[src/rtl/spt_pkg.sv]
package spt_pkg;
  localparam logic [1:0] ONESHOT_MODE = 2'b10;

  typedef enum logic [1:0] {
    CTL_HOLD  = 2'b00,
    CTL_START = 2'b01,
    CTL_STOP  = 2'b10,
    CTL_MATCH = 2'b11
  } ctl_evt_e;
endpackage

[src/rtl/spt_enable_ctl.sv]
module spt_enable_ctl
  import spt_pkg::*;
(
  input  logic       clk,
  input  logic       rst_n,
  input  logic [1:0] mode_sel,
  input  logic       en_wr,
  input  logic       en_wdata,
  input  logic       pmatch,
  output logic       en_q,
  output logic       irq_q,
  output logic       start_fire,
  output logic       run
);
  ctl_evt_e evt;

  // Event priority: a period match wins, then an abort write, then a start.
  always_comb begin
    if (pmatch)                                     evt = CTL_MATCH;
    else if (en_wr && !en_wdata && en_q)            evt = CTL_STOP;
    else if (en_wr && en_wdata && !en_q &&
             mode_sel == ONESHOT_MODE)              evt = CTL_START;
    else                                            evt = CTL_HOLD;
  end

  assign start_fire = (evt == CTL_START);
  assign run        = en_q && (evt != CTL_STOP);

  always_ff @(posedge clk or negedge rst_n) begin
    if (!rst_n) begin
      en_q  <= 1'b0;
      irq_q <= 1'b0;
    end else begin
      irq_q <= (evt == CTL_MATCH);
      case (evt)
        CTL_START: en_q <= 1'b1;
        CTL_STOP,
        CTL_MATCH: en_q <= 1'b0;
        default:   en_q <= en_q;
      endcase
    end
  end

  assert_match_ends_run_R8: assert property (@(posedge clk) disable iff (!rst_n)
    pmatch |=> (!en_q && irq_q));
  assert_irq_single_R8: assert property (@(posedge clk) disable iff (!rst_n)
    irq_q |=> !irq_q);
  assert_idle_needs_start_R3: assert property (@(posedge clk) disable iff (!rst_n)
    (!en_q && !start_fire) |=> !en_q);
endmodule

[src/rtl/spt_timebase.sv]
module spt_timebase #(
  parameter int TW = 15
) (
  input  logic          clk,
  input  logic          rst_n,
  input  logic          run,
  input  logic          en_q,
  input  logic [TW-1:0] period_val,
  output logic [TW-1:0] tmr_q,
  output logic [TW-1:0] tmr_nxt,
  output logic          pmatch
);
  assign pmatch  = en_q && (tmr_q == period_val);
  assign tmr_nxt = tmr_q + TW'(1);

  always_ff @(posedge clk or negedge rst_n) begin
    if (!rst_n)                tmr_q <= '0;
    else if (run && !pmatch)   tmr_q <= tmr_nxt;
    else                       tmr_q <= '0;
  end

  assert_hold_zero_R4: assert property (@(posedge clk) disable iff (!rst_n)
    !run |=> (tmr_q == '0));
  assert_step_one_R4: assert property (@(posedge clk) disable iff (!rst_n)
    (run && !pmatch) |=> (tmr_q == TW'($past(tmr_q) + TW'(1))));
  assert_match_clears_R7: assert property (@(posedge clk) disable iff (!rst_n)
    pmatch |=> (tmr_q == '0));
endmodule

[src/rtl/spt_channel.sv]
module spt_channel #(
  parameter int TW = 15
) (
  input  logic          clk,
  input  logic          rst_n,
  input  logic          start_fire,
  input  logic          run,
  input  logic          en_q,
  input  logic          pmatch,
  input  logic [TW-1:0] tmr_nxt,
  input  logic [TW-1:0] duty_val,
  input  logic [TW-1:0] period_val,
  output logic          pin_q
);
  logic keep_on;

  // Stays active only if the next count reaches neither its duty nor the period.
  assign keep_on = run && !pmatch && pin_q &&
                   (tmr_nxt != duty_val) && (tmr_nxt != period_val);

  always_ff @(posedge clk or negedge rst_n) begin
    if (!rst_n)          pin_q <= 1'b0;
    else if (start_fire) pin_q <= (duty_val != '0) && (period_val != '0);
    else                 pin_q <= keep_on;
  end

  assert_pin_needs_en_R7: assert property (@(posedge clk) disable iff (!rst_n)
    pin_q |-> en_q);
  assert_off_after_match_R7: assert property (@(posedge clk) disable iff (!rst_n)
    pmatch |=> !pin_q);
endmodule

[src/rtl/oneshot_pulse_timer.sv]
module oneshot_pulse_timer #(
  parameter int NCH = 4,
  parameter int TW  = 15
) (
  input  logic                    clk,
  input  logic                    rst_n,
  input  logic [1:0]              mode_sel,
  input  logic                    en_wr,
  input  logic                    en_wdata,
  input  logic [TW-1:0]           period_val,
  input  logic [NCH-1:0][TW-1:0]  duty_val,
  output logic [NCH-1:0]          pin_active,
  output logic [TW-1:0]           tmr_count,
  output logic                    en_status,
  output logic                    irq_pulse
);
  logic          en_q, irq_q, start_fire, run, pmatch;
  logic [TW-1:0] tmr_q, tmr_nxt;

  spt_enable_ctl u_ctl (
    .clk(clk), .rst_n(rst_n), .mode_sel(mode_sel), .en_wr(en_wr),
    .en_wdata(en_wdata), .pmatch(pmatch), .en_q(en_q), .irq_q(irq_q),
    .start_fire(start_fire), .run(run)
  );

  spt_timebase #(.TW(TW)) u_tb (
    .clk(clk), .rst_n(rst_n), .run(run), .en_q(en_q),
    .period_val(period_val), .tmr_q(tmr_q), .tmr_nxt(tmr_nxt), .pmatch(pmatch)
  );

  for (genvar g = 0; g < NCH; g++) begin : g_ch
    spt_channel #(.TW(TW)) u_ch (
      .clk(clk), .rst_n(rst_n), .start_fire(start_fire), .run(run),
      .en_q(en_q), .pmatch(pmatch), .tmr_nxt(tmr_nxt),
      .duty_val(duty_val[g]), .period_val(period_val), .pin_q(pin_active[g])
    );
  end

  assign tmr_count = tmr_q;
  assign en_status = en_q;
  assign irq_pulse = irq_q;

  assert_no_irq_while_on_R8: assert property (@(posedge clk) disable iff (!rst_n)
    irq_pulse |-> !en_status);
  assert_pins_below_period_R5: assert property (@(posedge clk) disable iff (!rst_n)
    (pin_active != '0) |-> (tmr_count < period_val));
endmodule

[config.mk]
export PLATFORM = sky130hd
export DESIGN_NAME = oneshot_pulse_timer
export DESIGN_NICKNAME = d
export VERILOG_FILES = /design/src/rtl/spt_pkg.sv /design/src/rtl/spt_enable_ctl.sv /design/src/rtl/spt_timebase.sv /design/src/rtl/spt_channel.sv /design/src/rtl/oneshot_pulse_timer.sv
export SDC_FILE = /design/constraint.sdc
export NUM_CORES = 1
export LEC_CHECK = 0
export ABC_CLOCK_PERIOD_IN_PS = 2500
export BUFFER_PORTS_ARGS = -buffer_cell sky130_fd_sc_hd__buf_2
export CORE_ASPECT_RATIO = 1.2
export CORE_UTILIZATION = 45
export CTS_CLUSTER_SIZE = 8
export DETAILED_ROUTE_END_ITERATION = 8
export PLACE_DENSITY_LB_ADDON = 0.12
export REMOVE_ABC_BUFFERS = 1
export SLEW_MARGIN = 20
export SYNTH_ARGS = -nofsm -noshare
export SYNTH_HDL_FRONTEND = slang
export SYNTH_HIERARCHICAL = 1
export SYNTH_SLANG_ARGS = --single-unit
export TNS_END_PERCENT = 5
[constraint.sdc]
create_clock -name clk -period 2.5 [get_ports clk]
set_input_delay 0.375 -clock clk [delete_from_list [all_inputs] [get_ports clk]]
set_output_delay 0.375 -clock clk [all_outputs]
set_load 0.02 [all_outputs]
==> impl_metrics.csv <==
group,metric,value,unit
finish,drive_gt1_frac,0.330,
sta,relSlewSlack,0.625,
floorplanning,dieArea,0.00652,sq mm
grt,grt_pass1_vias,2943,
sta,fin_crit,2360,ps
logic_synthesis,yosys_warnings,6,
logic_synthesis,synth-simple-area-share,0.307,
logic_synthesis,synth_cell_types,34,
clock_tree,cts.clk_slew.worst_paths,90,ps
power,p_leak,0.00137,uW
logic_synthesis,synth_compound_gate_area_share,0.0283,
finish,area_growth,32.4,%
drt,detail_route.iter0.violations,235,
floorplanning,io_pins,102,
sta,timing.hold.ws,76.8,ps
sta,worstMarginPinSlew,562,ps
finish,regArea,526,sq um
power,switching_share,0.351,
clock_tree,htreeDepth,1,
finish,stdcell_count,537,
logic_synthesis,synth_edf_count,0,
place,place_hpwl,7390,microns
place,placedCellCount,533,
finish,final_util,0.615,
logic_synthesis,synth.cell_area,0.00279,sq mm
sta,rsz0062_at_grt,"no",
power,power_density,266,mW/mm^2
sta,drv_slew,0,
sta,max_freq,424,MHz
finish,diodes,0,
power,p_int,637,uW
job,cap_violations,0,
setup_path,required,2640,ps
floorplanning,row_count,31,
drt,postRouteWirelength,9550,microns
logic_synthesis,syn_avg_cell_area,8.64,sq um
floorplanning,core,0.00601,sq mm
floorplanning,start_util,0.464,
sta,clock_skew,7.74,ps
finish,fillers,546,
drt,vias_per_cell,5.72,
logic_synthesis,yosysSeqAreaShare,0.188,
clock_tree,clockRootBuffer,"clkbuf_8",
setup_path,cp_max_fo,8,
setup_path,crit_family,"simple AND/OR/NAND/NOR gates",
finish,multi_input_area,0.00226,sq mm
outcome,status,"completed",
floorplanning,die_w,73.9,microns
logic_synthesis,synth_xor_area_frac,0.458,
setup_path,path_cells,"and4_4 -> nand3_2 -> or4_4 -> nand2_1 -> buf_6 -> xnor2_1 -> nand4_1 -> nor4_1 -> o31ai_1",
power,netSwitchingPower,344,uW
logic_synthesis,synth.largest_area_cell,"xnor2_1",
logic_synthesis,async_flop_share,1.00,
setup_path,cp.arrival,2500,ps
power,pwr-share-seq,0.360,
drt,wl_per_cell,17.8,microns
setup_path,worst-setup-path-type,"reg -> reg",
floorplanning,die_h,88.3,microns
clock_tree,hold_buffers,0,
setup_path,crit_path_max_incr_delay,540,ps
grt,grt_pass1_wl,14800,microns
place,place_congestion,0.916,
sta,hold_viol,0,
drt,ant_nets,0,
clock_tree,cts_tree,"yes",
logic_synthesis,synth_top_family_by_area,"XOR/XNOR gates",
logic_synthesis,synthMuxAreaShare,0,
setup_path,crit_buf_inv,1,
logic_synthesis,synth_top_area_frac,0.449,
clock_tree,cts_sinks,21,
finish,nNetsFinal,538,
sta,setup_viol,0,
setup_path,end_kind,"flip-flop",
grt,track_usage,0.301,
clock_tree,cts_inserted_buffers,3,
drt,drc,0,
power,clkPwrFrac,0.239,
drt,via_count,3070,
place,portBuffers,101,
power,combPwrFrac,0.401,
drt,drtPass1Iterations,4,
hold_path,min_path_type,"in -> async",
power,irDropWorstVdd,0.259,mV
clock_tree,clock_latency,270,ps
grt,grt_max_degree,22,
grt,gr-total-overflow,0,
clock_tree,cts_max_path_buffers,2,
logic_synthesis,ys_ff_latch,21,
setup_path,slowest_stage,"or4_4",
logic_synthesis,yosys.area_share.adder,0.00448,
logic_synthesis,synth_flop_cell,"dfrtp_1",
grt,antenna_found_initial,0,
logic_synthesis,netlist_top_cells_area,"xnor2_1 (45%), dfrtp_1 (19%), nand4_1 (8.7%), nor4_1 (7.2%), nand3_1 (3.6%)",
logic_synthesis,netlist_instances,323,
setup_path,cp-start-kind,"flip-flop",
sta,period_share,0.942,
## sequential cells by signal, summed over array words and instances, names as in the netlist
signal           flops
g_ch.u_ch/pin_q      4
u_ctl/en_q           1
u_ctl/irq_q          1
u_tb/tmr_q          15
## final cells by class
class	count	share of cell area
Inverter	4	0.00406
Tap cell	82	0.0278
Clock inverter	1	0.00135
Clock buffer	3	0.0112
Timing Repair Buffer	132	0.201
Multi-Input combinational cell	294	0.613
Sequential cell	21	0.142
## timing repair
action	in CTS	in global routing
endpoints found under the hold margin	0	0
endpoints found under the setup margin	0	4
resized for setup	0	7
setup buffers	0	0
## per-stage QoR
stage | instance area [sq um] | worst slack [ps] | total power (uW) | TNS [ps]
2_1_floorplan | 2770 | -11.1 | 560 | -44.3
3_3_place_gp | 3610 | 208 | 742 | 0
3_5_place_dp | 3610 | 123 | 748 | 0
4_1_cts | 3650 | 102 | 988 | 0
5_1_grt | 3690 | 9.63 | 1040 | 0
6_report | 3690 | 144 | 982 | 0
## synthesized netlist by cell type (2+ instances only)
| cell type | number |
|---|---|
| nand2_1 | 5 |
| inv_1 | 4 |
| nor2_1 | 5 |
| dfrtp_1 | 21 |
| nor4_1 | 32 |
| nor3b_1 | 12 |
| nand4_1 | 39 |
| o31ai_1 | 5 |
| nor3_1 | 9 |
| xnor2_1 | 143 |
| and3_1 | 2 |
| clkbuf_1 | 2 |
| nand2b_1 | 2 |
| xor2_1 | 3 |
| nand3_1 | 20 |
## power by group through the flow
stage	registers [uW]	clock network (uW)	logic (uW)
2_1_floorplan	370	0	190
3_3_place_gp	361	0	382
3_5_place_dp	361	0	387
4_1_cts	354	245	389
5_1_grt	355	258	428
6_report	354	235	393
## cell usage in the layout, fill, tap and decap left out, types with 2 or more instances in the layout
master      n
and3_1      2
buf_2     101
buf_4      30
clkbuf_8    3
dfrtp_1    21
inv_1       4
nand2_1     5
nand2b_1    2
nand3_1    20
nand4_1    39
nor2_1      5
nor3_1      9
nor3b_1    12
nor4_1     26
nor4_2      7
o31ai_1     5
xnor2_1   143
xor2_1      3
## worst paths after layout
| check | start | end | slack (ps) | cells after the start |
|---|---|---|---|---|
| setup reg to reg | u_tb/tmr_q[9] | g_ch[3].u_ch/pin_q | 140 | 9 |
| setup / recovery | u_tb/tmr_q[9] | g_ch[3].u_ch/pin_q | 140 | 9 |
| hold / removal | rst_n | u_tb/tmr_q[8] | 80 | 1 |
| hold reg to reg | g_ch[2].u_ch/pin_q | g_ch[2].u_ch/pin_q | 580 | 2 |
| min in group clk | en_wr | u_ctl/en_q | 360 | 2 |
| max in group asynchronous | rst_n | g_ch[3].u_ch/pin_q | 2070 | 1 |
## cells by family (layout without fill, tap and decap cells)
group,Yosys count,in the layout
xor gates and xnor gates,146,146
and+or+nand+nor,137,137
DFF,21,21
AOI/OAI and AO/OA,10,10
buffers and inverters,8,140
adders and majority gates,1,1
## worst register-to-register path: stages (launching register included)
cell	delay (ps)
dfrtp_1	420
and4_4	260
nand3_2	110
or4_4	540
nand2_1	100
buf_6	160
xnor2_1	130
nand4_1	100
nor4_1	330
o31ai_1	100
## routing by layer
| metal | global-route usage | routed length, microns | up-vias |
|---|---|---|---|
| met5 | 0 | 0 | - |
| met4 | 0.129 | 229 | 0 |
| met3 | 0.0182 | 634 | 18 |
| met2 | 0.512 | 4670 | 155 |
| met1 | 0.394 | 4020 | 1436 |
| li1 | - | - | 1461 |
(Power assumes the default switching activity.)
